[config.mk]
export PLATFORM = sky130hd
export DESIGN_NAME = qdac_host_if
export DESIGN_NICKNAME = d
export VERILOG_FILES = /design/src/rtl/qdac_pkg.sv /design/src/rtl/qdac_host_decode.sv /design/src/rtl/qdac_ctrl_regs.sv /design/src/rtl/qdac_channel.sv /design/src/rtl/qdac_host_if.sv
export SDC_FILE = /design/constraint.sdc
export NUM_CORES = 1
export LEC_CHECK = 0
export ABC_CLOCK_PERIOD_IN_PS = 6150
export BUFFER_PORTS_ARGS = -buffer_cell sky130_fd_sc_hd__buf_2
export CAP_MARGIN = 20
export CORE_MARGIN = 10
export CORE_UTILIZATION = 54
export DETAILED_ROUTE_END_ITERATION = 12
export GPL_ROUTABILITY_DRIVEN = 0
export GPL_TIMING_DRIVEN = 0
export PLACE_DENSITY = 0.84
export SYNTH_ARGS = -nofsm -noshare
export SYNTH_HDL_FRONTEND = slang
export SYNTH_HIERARCHICAL = 1
export SYNTH_SLANG_ARGS = --single-unit
[constraint.sdc]
create_clock -name clk -period 6.15 [get_ports clk]
set_clock_uncertainty 0.05 [all_clocks]
set_input_delay 0.615 -clock clk [delete_from_list [all_inputs] [get_ports clk]]
set_output_delay 0.615 -clock clk [all_outputs]
set_load 0.03 [all_outputs]
[src/rtl/qdac_pkg.sv]
package qdac_pkg;
  localparam int NCH    = 4;
  localparam int MAIN_W = 10;
  localparam int SUB_W  = 8;

  typedef struct packed {
    logic word8;
    logic twos;
    logic pd;
    logic sstby;
  } sys_cfg_t;

  function automatic logic [MAIN_W-1:0] main_clear_val(input logic twos);
    logic [MAIN_W-1:0] v;
    v = '0;
    if (twos) v[MAIN_W-1] = 1'b1;
    return v;
  endfunction

  function automatic logic [SUB_W-1:0] sub_clear_val();
    logic [SUB_W-1:0] v;
    v = '0;
    v[SUB_W-1] = 1'b1;
    return v;
  endfunction
endpackage

[src/rtl/qdac_host_decode.sv]
module qdac_host_decode #(
  parameter int NCH    = 4,
  parameter int ADDR_W = 2
) (
  input  logic              clk,
  input  logic              rst_n,
  input  logic              cs_n,
  input  logic              wr_n,
  input  logic              mode,
  input  logic [ADDR_W-1:0] addr,
  input  logic              reg_sel,
  output logic              sys_we,
  output logic [NCH-1:0]    ctl_we,
  output logic [NCH-1:0]    data_we
);
  logic wr_q, wr_d;
  logic commit;

  always_comb wr_d = wr_n;

  always_ff @(posedge clk or negedge rst_n) begin
    if (!rst_n) wr_q <= 1'b1;
    else        wr_q <= wr_d;
  end

  always_comb commit = ~cs_n & wr_n & ~wr_q;

  always_comb sys_we = commit & ~mode & ~reg_sel;

  for (genvar i = 0; i < NCH; i++) begin : g_dec
    always_comb begin
      ctl_we[i]  = commit & ~mode & reg_sel & (addr == ADDR_W'(i));
      data_we[i] = commit &  mode &           (addr == ADDR_W'(i));
    end
  end
endmodule

[src/rtl/qdac_ctrl_regs.sv]
module qdac_ctrl_regs
  import qdac_pkg::*;
#(
  parameter int NCH = 4
) (
  input  logic           clk,
  input  logic           rst_n,
  input  logic           sys_we,
  input  logic [NCH-1:0] ctl_we,
  input  logic [9:3]     fld,
  output sys_cfg_t       cfg,
  output logic [NCH-1:0] sub_route,
  output logic [2*NCH-1:0] mux_sel,
  output logic [NCH-1:0] ch_stby,
  output logic           clr_all,
  output logic [NCH-1:0] ch_clr,
  output logic           clr_twos
);
  sys_cfg_t cfg_q, cfg_d;

  always_comb begin
    cfg_d.word8 = fld[7];
    cfg_d.twos  = fld[6];
    cfg_d.pd    = fld[5];
    cfg_d.sstby = fld[4];
  end

  always_ff @(posedge clk or negedge rst_n) begin
    if (!rst_n)      cfg_q <= '0;
    else if (sys_we) cfg_q <= cfg_d;
  end

  always_comb begin
    cfg      = cfg_q;
    clr_all  = sys_we & fld[3];
    clr_twos = sys_we ? fld[6] : cfg_q.twos;
  end

  for (genvar i = 0; i < NCH; i++) begin : g_ch
    logic [3:0] word_q, word_d;

    always_comb word_d = {fld[9:8], fld[7], fld[4]};

    always_ff @(posedge clk or negedge rst_n) begin
      if (!rst_n)         word_q <= '0;
      else if (ctl_we[i]) word_q <= word_d;
    end

    always_comb begin
      mux_sel[2*i+1:2*i] = word_q[3:2];
      sub_route[i]       = word_q[1];
      ch_stby[i]         = word_q[0];
      ch_clr[i]          = ctl_we[i] & fld[3];
    end
  end
endmodule

[src/rtl/qdac_channel.sv]
module qdac_channel
  import qdac_pkg::*;
#(
  parameter int MW = MAIN_W,
  parameter int SW = SUB_W
) (
  input  logic          clk,
  input  logic          rst_n,
  input  logic          data_we,
  input  logic [MW-1:0] db,
  input  logic          word8,
  input  logic          sub_route,
  input  logic          load,
  input  logic          clear,
  input  logic          clr_twos,
  output logic [MW-1:0] main_code,
  output logic [SW-1:0] sub_code
);
  logic [MW-1:0] main_in_q, main_in_d, main_out_q, main_out_d;
  logic [SW-1:0] sub_in_q,  sub_in_d,  sub_out_q,  sub_out_d;
  logic          en;

  always_comb begin
    main_in_d  = main_in_q;
    sub_in_d   = sub_in_q;
    main_out_d = main_out_q;
    sub_out_d  = sub_out_q;
    if (load) begin
      main_out_d = main_in_q;
      sub_out_d  = sub_in_q;
    end
    if (data_we) begin
      if (word8) begin
        if (db[0])      sub_in_d        = db[MW-1:2];
        else if (db[1]) main_in_d[1:0]  = db[3:2];
        else            main_in_d[MW-1:2] = db[MW-1:2];
      end else begin
        if (sub_route)  sub_in_d  = db[SW-1:0];
        else            main_in_d = db;
      end
    end
    if (clear) begin
      main_in_d  = main_clear_val(clr_twos);
      main_out_d = main_clear_val(clr_twos);
      sub_in_d   = sub_clear_val();
      sub_out_d  = sub_clear_val();
    end
    en = load | data_we | clear;
  end

  always_ff @(posedge clk or negedge rst_n) begin
    if (!rst_n) begin
      main_in_q  <= '0;
      main_out_q <= '0;
      sub_in_q   <= sub_clear_val();
      sub_out_q  <= sub_clear_val();
    end else if (en) begin
      main_in_q  <= main_in_d;
      main_out_q <= main_out_d;
      sub_in_q   <= sub_in_d;
      sub_out_q  <= sub_out_d;
    end
  end

  always_comb begin
    main_code = main_out_q;
    sub_code  = sub_out_q;
  end
endmodule

[src/rtl/qdac_host_if.sv]
module qdac_host_if
  import qdac_pkg::*;
#(
  parameter int NUM_CH = NCH,
  localparam int AW    = $clog2(NUM_CH)
) (
  input  logic                   clk,
  input  logic                   rst_n,
  input  logic                   cs_n,
  input  logic                   wr_n,
  input  logic                   mode,
  input  logic [AW-1:0]          addr,
  input  logic [MAIN_W-1:0]      db,
  input  logic                   ldac_n,
  input  logic                   clr_n,
  output logic [NUM_CH*MAIN_W-1:0] main_code,
  output logic [NUM_CH*SUB_W-1:0]  sub_code,
  output logic [2*NUM_CH-1:0]    mux_sel,
  output logic [NUM_CH-1:0]      ch_stby,
  output logic                   pwr_down,
  output logic                   sys_stby
);
  logic [1:0]        rst_sync;
  logic              irst_n;
  logic              sys_we;
  logic [NUM_CH-1:0] ctl_we, data_we, sub_route, ch_clr;
  logic              clr_all, clr_twos;
  sys_cfg_t          cfg;

  always_ff @(posedge clk or negedge rst_n) begin
    if (!rst_n) rst_sync <= 2'b00;
    else        rst_sync <= {rst_sync[0], 1'b1};
  end
  always_comb irst_n = rst_sync[1];

  qdac_host_decode #(.NCH(NUM_CH), .ADDR_W(AW)) i_dec (
    .clk(clk), .rst_n(irst_n), .cs_n(cs_n), .wr_n(wr_n), .mode(mode),
    .addr(addr), .reg_sel(db[0]), .sys_we(sys_we), .ctl_we(ctl_we),
    .data_we(data_we)
  );

  qdac_ctrl_regs #(.NCH(NUM_CH)) i_ctrl (
    .clk(clk), .rst_n(irst_n), .sys_we(sys_we), .ctl_we(ctl_we),
    .fld(db[9:3]), .cfg(cfg), .sub_route(sub_route), .mux_sel(mux_sel),
    .ch_stby(ch_stby), .clr_all(clr_all), .ch_clr(ch_clr),
    .clr_twos(clr_twos)
  );

  for (genvar i = 0; i < NUM_CH; i++) begin : g_chan
    logic clear_i;
    always_comb clear_i = ~clr_n | clr_all | ch_clr[i];

    qdac_channel #(.MW(MAIN_W), .SW(SUB_W)) i_chan (
      .clk(clk), .rst_n(irst_n), .data_we(data_we[i]), .db(db),
      .word8(cfg.word8), .sub_route(sub_route[i]), .load(~ldac_n),
      .clear(clear_i), .clr_twos(clr_twos),
      .main_code(main_code[i*MAIN_W +: MAIN_W]),
      .sub_code(sub_code[i*SUB_W +: SUB_W])
    );
  end

  always_comb begin
    pwr_down = cfg.pd;
    sys_stby = cfg.sstby;
  end
endmodule

======== After elaboration in Yosys (flattened, before gate mapping) ========
Index checks and enable logic that the tools add are counted.
cells by class
  equal/unequal tests ..................... 27
  reduce and logical (&&, ||, !) cells .... 25
  multiplexer cells ....................... 54
  bitwise operators ....................... 38
operators by type and width
  cell                                                                     count
  10-bit two-way mux                                                       25
  8-bit two-way mux                                                        26
  3-bit by 2-bit inequality test with 1-bit output, second input constant  16
  5-bit AND reduction                                                      8
  1-bit bitwise AND                                                        19
  4-bit AND reduction                                                      4
  1-bit OR                                                                 13
  3-bit by 1-bit inequality test with 1-bit output, second input constant  4
  3-bit nonzero test                                                       4
  2-bit by 1-bit inequality test with 1-bit output, second input constant  4
  2-bit AND reduction                                                      4
  2-bit nonzero test                                                       4
  1-bit inverter                                                           6
  2-bit == test, second input constant                                     2
  2-bit by 1-bit == test with 1-bit output, second input constant          1
  2-bit logical NOT                                                        1
  1-bit two-way mux                                                        2
  2-bit two-way mux                                                        1
storage, ports and cells
  bits of input ports ..................... 19
  flip-flop bits (word level) ............. 167
  word-level logic and storage cells ...... 174

======== Depth between registers and ports, before layout ========
Gate-level depths: netlist of run 1.
  depth in word-level cells ............... 10
  gate-level depth with buffers ........... 8

======== Hierarchy ========
The synthesis of run 1 kept the hierarchy.
by module, submodules not included
  module            instances  sequential area each (µm²)  area each (µm²)  cells an instance
  qdac_channel      4          903.4                       1,690.4          149
  qdac_ctrl_regs    1          500.5                       760.7            45
  qdac_host_decode  1          26.3                        130.1            15
  qdac_host_if      1          50.0                        92.6             8

======== Least setup slack after synthesis of run 1 ========
OpenSTA, ideal clock, no wires.
  path kind ............................... input port to flip-flop
  start point ............................. in mode
  end point ............................... reg g_chan[0].i_chan.main_out_q[0]
  data arrival time ....................... 2,447 ps
  stages on the path ...................... 7
  library setup time ...................... 132 ps
  path slack .............................. 3,521 ps
  cell sequence ........................... or4b_4 nor4b_2 and2_2 or3b_1 clkbuf_1 clkbuf_1 nor2_1
between the ends
  word-level cells in the longest chain between the ends .. 8
  elaborated cells on any way between the ends .. 16
RTL lines
  what                                                                                           line                    RTL
  start, declared                                                                                qdac_host_if.sv:11      input logic mode,
  1-bit inverter *                                                                               qdac_host_decode.sv:32  ctl_we[i] = commit & ~mode & reg_sel & (addr == ADDR_W'(i));
  1-bit bitwise AND * (3 in a row)                                                               qdac_host_decode.sv:32
  via ctl_we[0]                                                                                  qdac_host_if.sv:26      logic [NUM_CH-1:0] ctl_we, data_we, sub_route, ch_clr;
  1-bit bitwise AND *                                                                            qdac_ctrl_regs.sv:53    ch_clr[i] = ctl_we[i] & fld[3];
  via ch_clr[0]                                                                                  qdac_host_if.sv:26
  1-bit OR *                                                                                     qdac_host_if.sv:51      always_comb clear_i = ~clr_n | clr_all | ch_clr[i];
  via g_chan[0].clear_i                                                                          qdac_host_if.sv:50      logic clear_i;
  2-bit by 1-bit inequality test with 1-bit output (no source line) or 1-bit OR (tied branches)  -
  2-bit AND reduction (no source line)                                                           -
  end signal, assigned                                                                           qdac_channel.sv:59      main_out_q <= main_out_d;
  end, declared                                                                                  qdac_channel.sv:19      logic [MW-1:0] main_in_q, main_in_d, main_out_q, main_out_d;
Mark *: on every way through the listed nets, which the timed path passes. The rest lies on a longest branch.
A chain may end at the register's enable or synchronous reset.

======== Final worst setup path of run 1 ========
  start point ............................. reg i_dec.wr_q
  end point ............................... reg g_chan[0].i_chan.main_out_q[0]
between the ends
  word-level cells in the longest chain between the ends .. 9
  elaborated cells on any way between the ends .. 17
RTL lines
  what                                                                                           line                    RTL
  start, declared                                                                                qdac_host_decode.sv:16  logic wr_q, wr_d;
  start signal, assigned                                                                         qdac_host_decode.sv:23  else wr_q <= wr_d;
  1-bit inverter *                                                                               qdac_host_decode.sv:26  always_comb commit = ~cs_n & wr_n & ~wr_q;
  1-bit bitwise AND *                                                                            qdac_host_decode.sv:26
  1-bit bitwise AND * (3 in a row)                                                               qdac_host_decode.sv:32
  via ctl_we[0]                                                                                  qdac_host_if.sv:26
  1-bit bitwise AND *                                                                            qdac_ctrl_regs.sv:53
  via ch_clr[0]                                                                                  qdac_host_if.sv:26
  1-bit OR *                                                                                     qdac_host_if.sv:51
  via g_chan[0].clear_i                                                                          qdac_host_if.sv:50
  2-bit by 1-bit inequality test with 1-bit output (no source line) or 1-bit OR (tied branches)  -
  2-bit AND reduction (no source line)                                                           -
Marked as above.

==> results of run 1 <==
-- layout make-up --
| cell class | instances | area, um2 |
|---|---|---|
| fill | 1098 | 4820 |
| sequential | 167 | 4190 |
| multi-input combinational | 440 | 3260 |
| timing repair buffer | 107 | 586 |
| clock buffer | 22 | 484 |
| buffer | 52 | 280 |
| tap | 180 | 225 |
| clock inverter | 10 | 120 |
| inverter | 5 | 18.8 |
-- flip-flops by register name, summed over array words and instances, names as in the netlist --
signal and count:
g_chan.i_chan/main_code 40, g_chan.i_chan/main_in_q 40, g_chan.i_chan/sub_code 32, g_chan.i_chan/sub_in_q 32, i_ctrl/cfg 4, i_ctrl/g_ch.word_q 16, i_dec/wr_q 1, rst_sync 2
-- final timing paths --
check | from | to | cells after the start
max | i_dec/wr_q | g_chan[0].i_chan/main_code[0] | 7
min | wr_n | i_dec/wr_q | 1
max reg2reg | i_dec/wr_q | g_chan[0].i_chan/main_code[0] | 7
min reg2reg | rst_sync[0] | rst_sync[1] | 0
max in group asynchronous | rst_sync[1] | g_chan[3].i_chan/sub_in_q[7] | 2
min in group asynchronous | rst_sync[1] | g_chan[1].i_chan/main_code[9] | 0
-- worst max-delay path, delay by kind of cell (launching register included) --
family,cells,cell delay (ns)
and+or+nand+nor,5,1.48
buffers and inverters,2,0.74
DFF,1,0.37
-- through the flow --
| stage | setup TNS, ns | utilization [%] |
|---|---|---|
| final | 0 | 65.5 |
| after global routing | 0 | 65.5 |
| after CTS | 0 | 65.5 |
| after detailed placement | 0 | 61.1 |
| after global placement | -84.74 | 60.7 |
| after floorplan | 0 | - |
-- routing by layer --
layer / track usage, % / up-vias
met4: 7.61 / 0
met1: 25.0 / 2908
met5: 0 / -
met2: 30.7 / 194
li1: - / 2675
met3: 5.68 / 34
-- Yosys cell counts --
master     count
clkbuf_1      20
nor3_1         1
and3b_1        4
a311oi_1      28
o21ai_1        8
mux2_4         4
o211ai_2       4
or3b_1         8
buf_1          4
nor4b_2        1
a21oi_1       64
and2_2         3
mux2_1        28
nor2_4         4
nor2b_1        8
nor3b_4        4
nand3_1       33
nor3b_1        2
a31oi_1        4
mux2i_1      104
o211ai_1      28
and2_1         2
and4bb_1       1
inv_1          5
nand2_1        5
buf_6          8
buf_2         20
nor2_1        80
conb_1         1
dfrtp_1      158
or4b_4         1
dfstp_2        9
and3_1         4
nand4bb_1      5
nand3b_1       1
-- report_power, final --
group          switching (uW)  leakage, uW  total [uW]  internal [uW]
Sequential               39.6      0.00226        1170           1130
Clock                     433     0.000292        1070            642
Combinational             246      0.00196         384            138
-- logic make-up (layout without fill, tap and decap cells) --
logic type             Yosys count  count (layout)  share of synthesized area [%]
AO/OA/AOI/OAI                  136             136                           11.5
multiplexers                   136             136                           18.3
other                            1               1                         0.0484
buffers and inverters           57             196                           3.86
AND/OR/NAND/NOR                167             167                           12.2
flip-flops                     167             167                           54.1
==> reports/metrics.yaml, run 1 <==
status: "finished, final reports clean"
grt_max_degree: 63
cts_root_buf: "clkbuf_16"
die_width_um: 140
start_util_pct: 55.4
syn_avg_cell_area_um2: 11.7
ios: 105
cts.sinks: 167
worst-path-max-fanout: 10
firstDrtPassIters: 5
synthCells: 664
ys_warn_count: 6
slew_headroom_pct: 42.7
startpoint_type: "flop"
numCtsBuffers: 17
highest_layer: "met4"
htree_levels: 4
finalSetupViolations: 0
power_density_nw_per_um2: 287
rows: 43
layout.nets: 809
min_path_type: "in -> reg"
endpoint_kind: "flop"
port-buffer-count: 104
cpMaxStageDelayCell: "or4b_4"
ys_ff_latch: 167
worstSkewPairLatency_ns: 0.43
synthTopCellsByArea: "dfrtp_1 (51%), mux2i_1 (13%), a21oi_1 (4.1%)"
core_um2: 14000
rsz0062_at_grt: "no"
cp_slowest_stage_delay_ns: 0.53
grt_pass1_wl_mm: 31.3
setup_ws_ns: 3.37
max_freq_mhz: 359
fin_hold_ws_ns: 0.251
antenna_found_initial: 0
clockBufferDepth: 2
syn_area_um2: 7740
drive_gt1_share_pct: 24.4
crit_top_cell: "clkbuf_1"
wl_met2_mm: 9.20
post-dp-hpwl_mm: 13.0
dp.cells: 950
synth_top_area_share_pct: 51.1
tightestPinTransition_ns: 0.859
worst_ep_required_time_ns: 6.39
viasPerCell: 5.91
synth.distinct_cells: 35
cp.arrival_ns: 3.02
cap_viol_max_count: 0
final_cell_mix: "dfrtp_1 (157), buf_2 (124), mux2i_1 (104), nor2_1 (80), a21oi_1 (64)"
drc: 0
worstPathCellList: "or4b_4, nor4b_2, and2_2, or3b_1, clkbuf_1, clkbuf_1, nor2_1"
slew_viol_final: 0
drt_iter0_markers: 530
grtUsageTotal_pct: 19.6
syn_to_final_growth_pct: 18.3
n_antenna_cell: 0
dieArea_um2: 19500
vias: 5811
grt_pass1_vias: 5818
critical_path_class: "reg -> reg"
drt-met1-wl_mm: 8.35
hold_viol: 0
grt-ovfl-total: 0
fin_area_um2: 9160
power_uw: 2630
final_antenna_net_count: 0
fin_cells: 983
synth_seq_area_share_pct: 54.1
timing.final.crit_share_pct: 45.3
met3_wirelength_mm: 1.30
dpl_cell_area_um2: 8550
clkTransAtPathRegs_ns: 0.06
cts-resized-gates: 0
routedWlPerCell_um: 19.6
post-place-ws_ns: 2.93
post_cts_buffers: 0
syn_nets: 683
chipHeight_um: 140
p_leak_uw: 0.00451
rrSetupSlack_ns: 3.37
mostFrequentLayoutCell: "dfrtp_1"
cts_hold_buf: 1
yosys.area.top_type: "dfrtp_1"
wl_mm: 19.3
cts_tree: "built"
vdd_ir_drop_max_uv: 241
period_minus_slack_ns: 2.78
Power figures use the tool's default switching activity.
==> run 2: changes to the inputs <==
ABC_CLOCK_PERIOD_IN_PS = 2800   (was 6150)
clock period = 2.8 ns   (was 6.15 ns; I/O delays follow)
==> run 2 against run 1 <==
Against the previous run: combinational power rose by 120%; first-iteration DRC count rose by 56%; non-clock buffer count did not move; hold slack got worse by 0.15 ns; via count rose by 0.12%; register-to-register slack got worse by 3.1 ns; sequential share of layout area fell by 0.056 points; die area did not move; largest cell class unchanged; clock power rose by 110%; design area rose by 0.12%.
==> reports/metrics.yaml, run 2 (synthesized netlist as in run 1, its figures left out) <==
max_freq_mhz: 379
final_cell_mix: "dfrtp_1 (157), buf_2 (124), mux2i_1 (104), nor2_1 (78), a21oi_1 (64)"
comb_power_share_pct: 15.0  # +0.4 points
final-seq-area_um2: 4190  # unchanged
p_sw_uw: 1550  # +120%
clkTransAtPathRegs_ns: 0.06  # about the same
power_uw: 5730  # +120%
routedWlPerCell_um: 19.6  # about the same
worstSkewPairLatency_ns: 0.43  # about the same
cap_viol_max_count: 0  # unchanged
rows: 43  # unchanged
worst_ep_required_time_ns: 3.06  # -3.33 ns
firstDrtPassIters: 7  # +2
core_um2: 14000  # unchanged
p_leak_uw: 0.00454  # +0.80%
grtUsageTotal_pct: 20.1  # +0.45 points
viasPerCell: 5.91  # about the same
rsz0062_at_grt: "no"
die_width_um: 140  # unchanged
switching_share_pct: 27.1  # -0.17 points
crit_family: "simple AND/OR/NAND/NOR gates"
cpMaxStageDelayCell: "dlygate4sd3_1"
pwr-share-clk_pct: 40.1  # -0.7 points
rrSetupSlack_ns: 0.28  # -3.09 ns
finalSetupViolations: 0  # unchanged
drive_gt1_share_pct: 25.8  # +1.4 points
period_minus_slack_ns: 2.64
dp.cells: 950  # unchanged
endpoint_kind: "flop"
worstPathCellList: "dlygate4sd3_1, buf_2, or4b_4, and4bb_1, and2_1, or3b_1, clkbuf_1, inv_1, nor2_1, a21oi_1"
htree_levels: 4  # unchanged
dieArea_um2: 19500  # unchanged
tightestPinTransition_ns: 0.895  # +0.0357 ns
drt_iter0_markers: 827  # +56%
port-buffer-count: 104  # unchanged
p_int_uw: 4180  # +120%
antenna_found_initial: 1  # +1
wl_mm: 19.3  # +0.12%
final_antenna_net_count: 0  # unchanged
worst-path-max-fanout: 8  # -2
ios: 105  # unchanged
start_util_pct: 55.4  # unchanged
chipHeight_um: 140  # unchanged
cp_slowest_stage_delay_ns: 0.53  # about the same
slew_viol_final: 0  # unchanged
power_density_nw_per_um2: 625  # +120%
mostFrequentLayoutCell: "dfrtp_1"
multi_input_area_um2: 3270  # +0.42%
startpoint_type: "primary input"
fin_cells: 984  # +0.10%
grt_pass1_wl_mm: 32.1  # +2.7%
vias: 5818  # +0.12%
drc: 0  # unchanged
fillCellCount: 1080  # -1.6%
seq_power_share_pct: 44.9  # +0.3 points
min_path_type: "in -> async"
layout.nets: 809  # unchanged
cts.sinks: 167  # unchanged
clockBufferDepth: 2  # unchanged
cp.arrival_ns: 2.90  # -0.12 ns
grt-ovfl-total: 0  # unchanged
critical_path_class: "in -> reg"
status: "finished, final reports clean"
timing.final.crit_share_pct: 94.2
hold_viol: 0  # unchanged
grt_max_degree: 74  # +17%
syn_to_final_growth_pct: 18.5
post-dp-hpwl_mm: 12.8  # -1.8%
cts_tree: "built"
cts_root_buf: "clkbuf_16"
timing.critical_path.buf_inv: 4  # +2
final_util_pct: 65.6  # +0.081 points
numCtsBuffers: 17  # unchanged
vdd_ir_drop_max_uv: 447  # +85%
slew_headroom_pct: 40.3  # -2.4 points
grt_pass1_vias: 5904  # +1.5%
-- run 2: path summary, 6_finish.rpt --
check                      cells after the start                            end   startpoint
setup / recovery                              10  g_chan[1].i_chan/main_code[9]         wr_n
hold / removal                                 2                    rst_sync[1]        rst_n
setup reg to reg                               8  g_chan[1].i_chan/main_code[9]   i_dec/wr_q
hold reg to reg                                0  g_chan[1].i_chan/main_code[1]  rst_sync[1]
max in group asynchronous                      1   g_chan[0].i_chan/sub_in_q[7]  rst_sync[1]
min in group clk                               3  g_chan[1].i_chan/main_in_q[5]        db[5]
-- run 2: final cells by class --
class                   instances  area share [%]
clock inverters                 8            1.05
repair buffers                108            6.49
flip-flops and latches        167            45.7
plain buffers                  51            3.18
diodes                          1          0.0273
multi-input cells             440            35.6
clock buffers                  24            5.25
inverters                       5           0.205
well taps                     180            2.45
-- run 2: repair_timing --
| action | CTS | global route |
|---|---|---|
| resized for setup | 1 | 26 |
| hold buffers | 2 | 0 |
| setup buffers | 0 | 0 |
| endpoints found under the hold margin | 3 | 0 |
| setup endpoints to repair | 19 | 124 |
-- run 2: stage by stage --
step	setup slack (ns)	hold slack, ns	TNS, ns	cell area [um2]
floorplan	0.490	-0.0656	0	7750
global placement	-0.0647	0.0168	-1.37	8490
detailed placement	-0.0887	0.0180	-1.81	8550
CTS	0.0667	0.0948	0	9160
global route	0.00897	0.118	0	9170
finish	0.162	0.101	0	9180
-- run 2: power by group through the flow --
stage                     clock network, uW  registers (uW)  logic, uW
after floorplan                           0            2710        488
final                                  2300            2570        859
after global placement                    0            2640        783
after CTS                              2330            2570        854
after global routing                   2450            2590        924
after detailed placement                  0            2620        842
-- run 2: routing by layer --
layer / wire length, um / global-route usage (%) / up-vias
met5: 0 / 0 / -
met4: 369 / 7.17 / 0
met3: 1500 / 6.19 / 32
met2: 9160 / 30.9 / 228
met1: 8290 / 26.0 / 2865
li1: - / - / 2693
-- run 2: worst reg2reg max path: stages, from the launching register on --
cell and delay [ns]:
dfstp_2 0.37, or4b_4 0.55, and4bb_1 0.46, and2_1 0.16, or3b_1 0.10, clkbuf_1 0.26, inv_1 0.18, nor2_1 0.19
a21oi_1 0.08
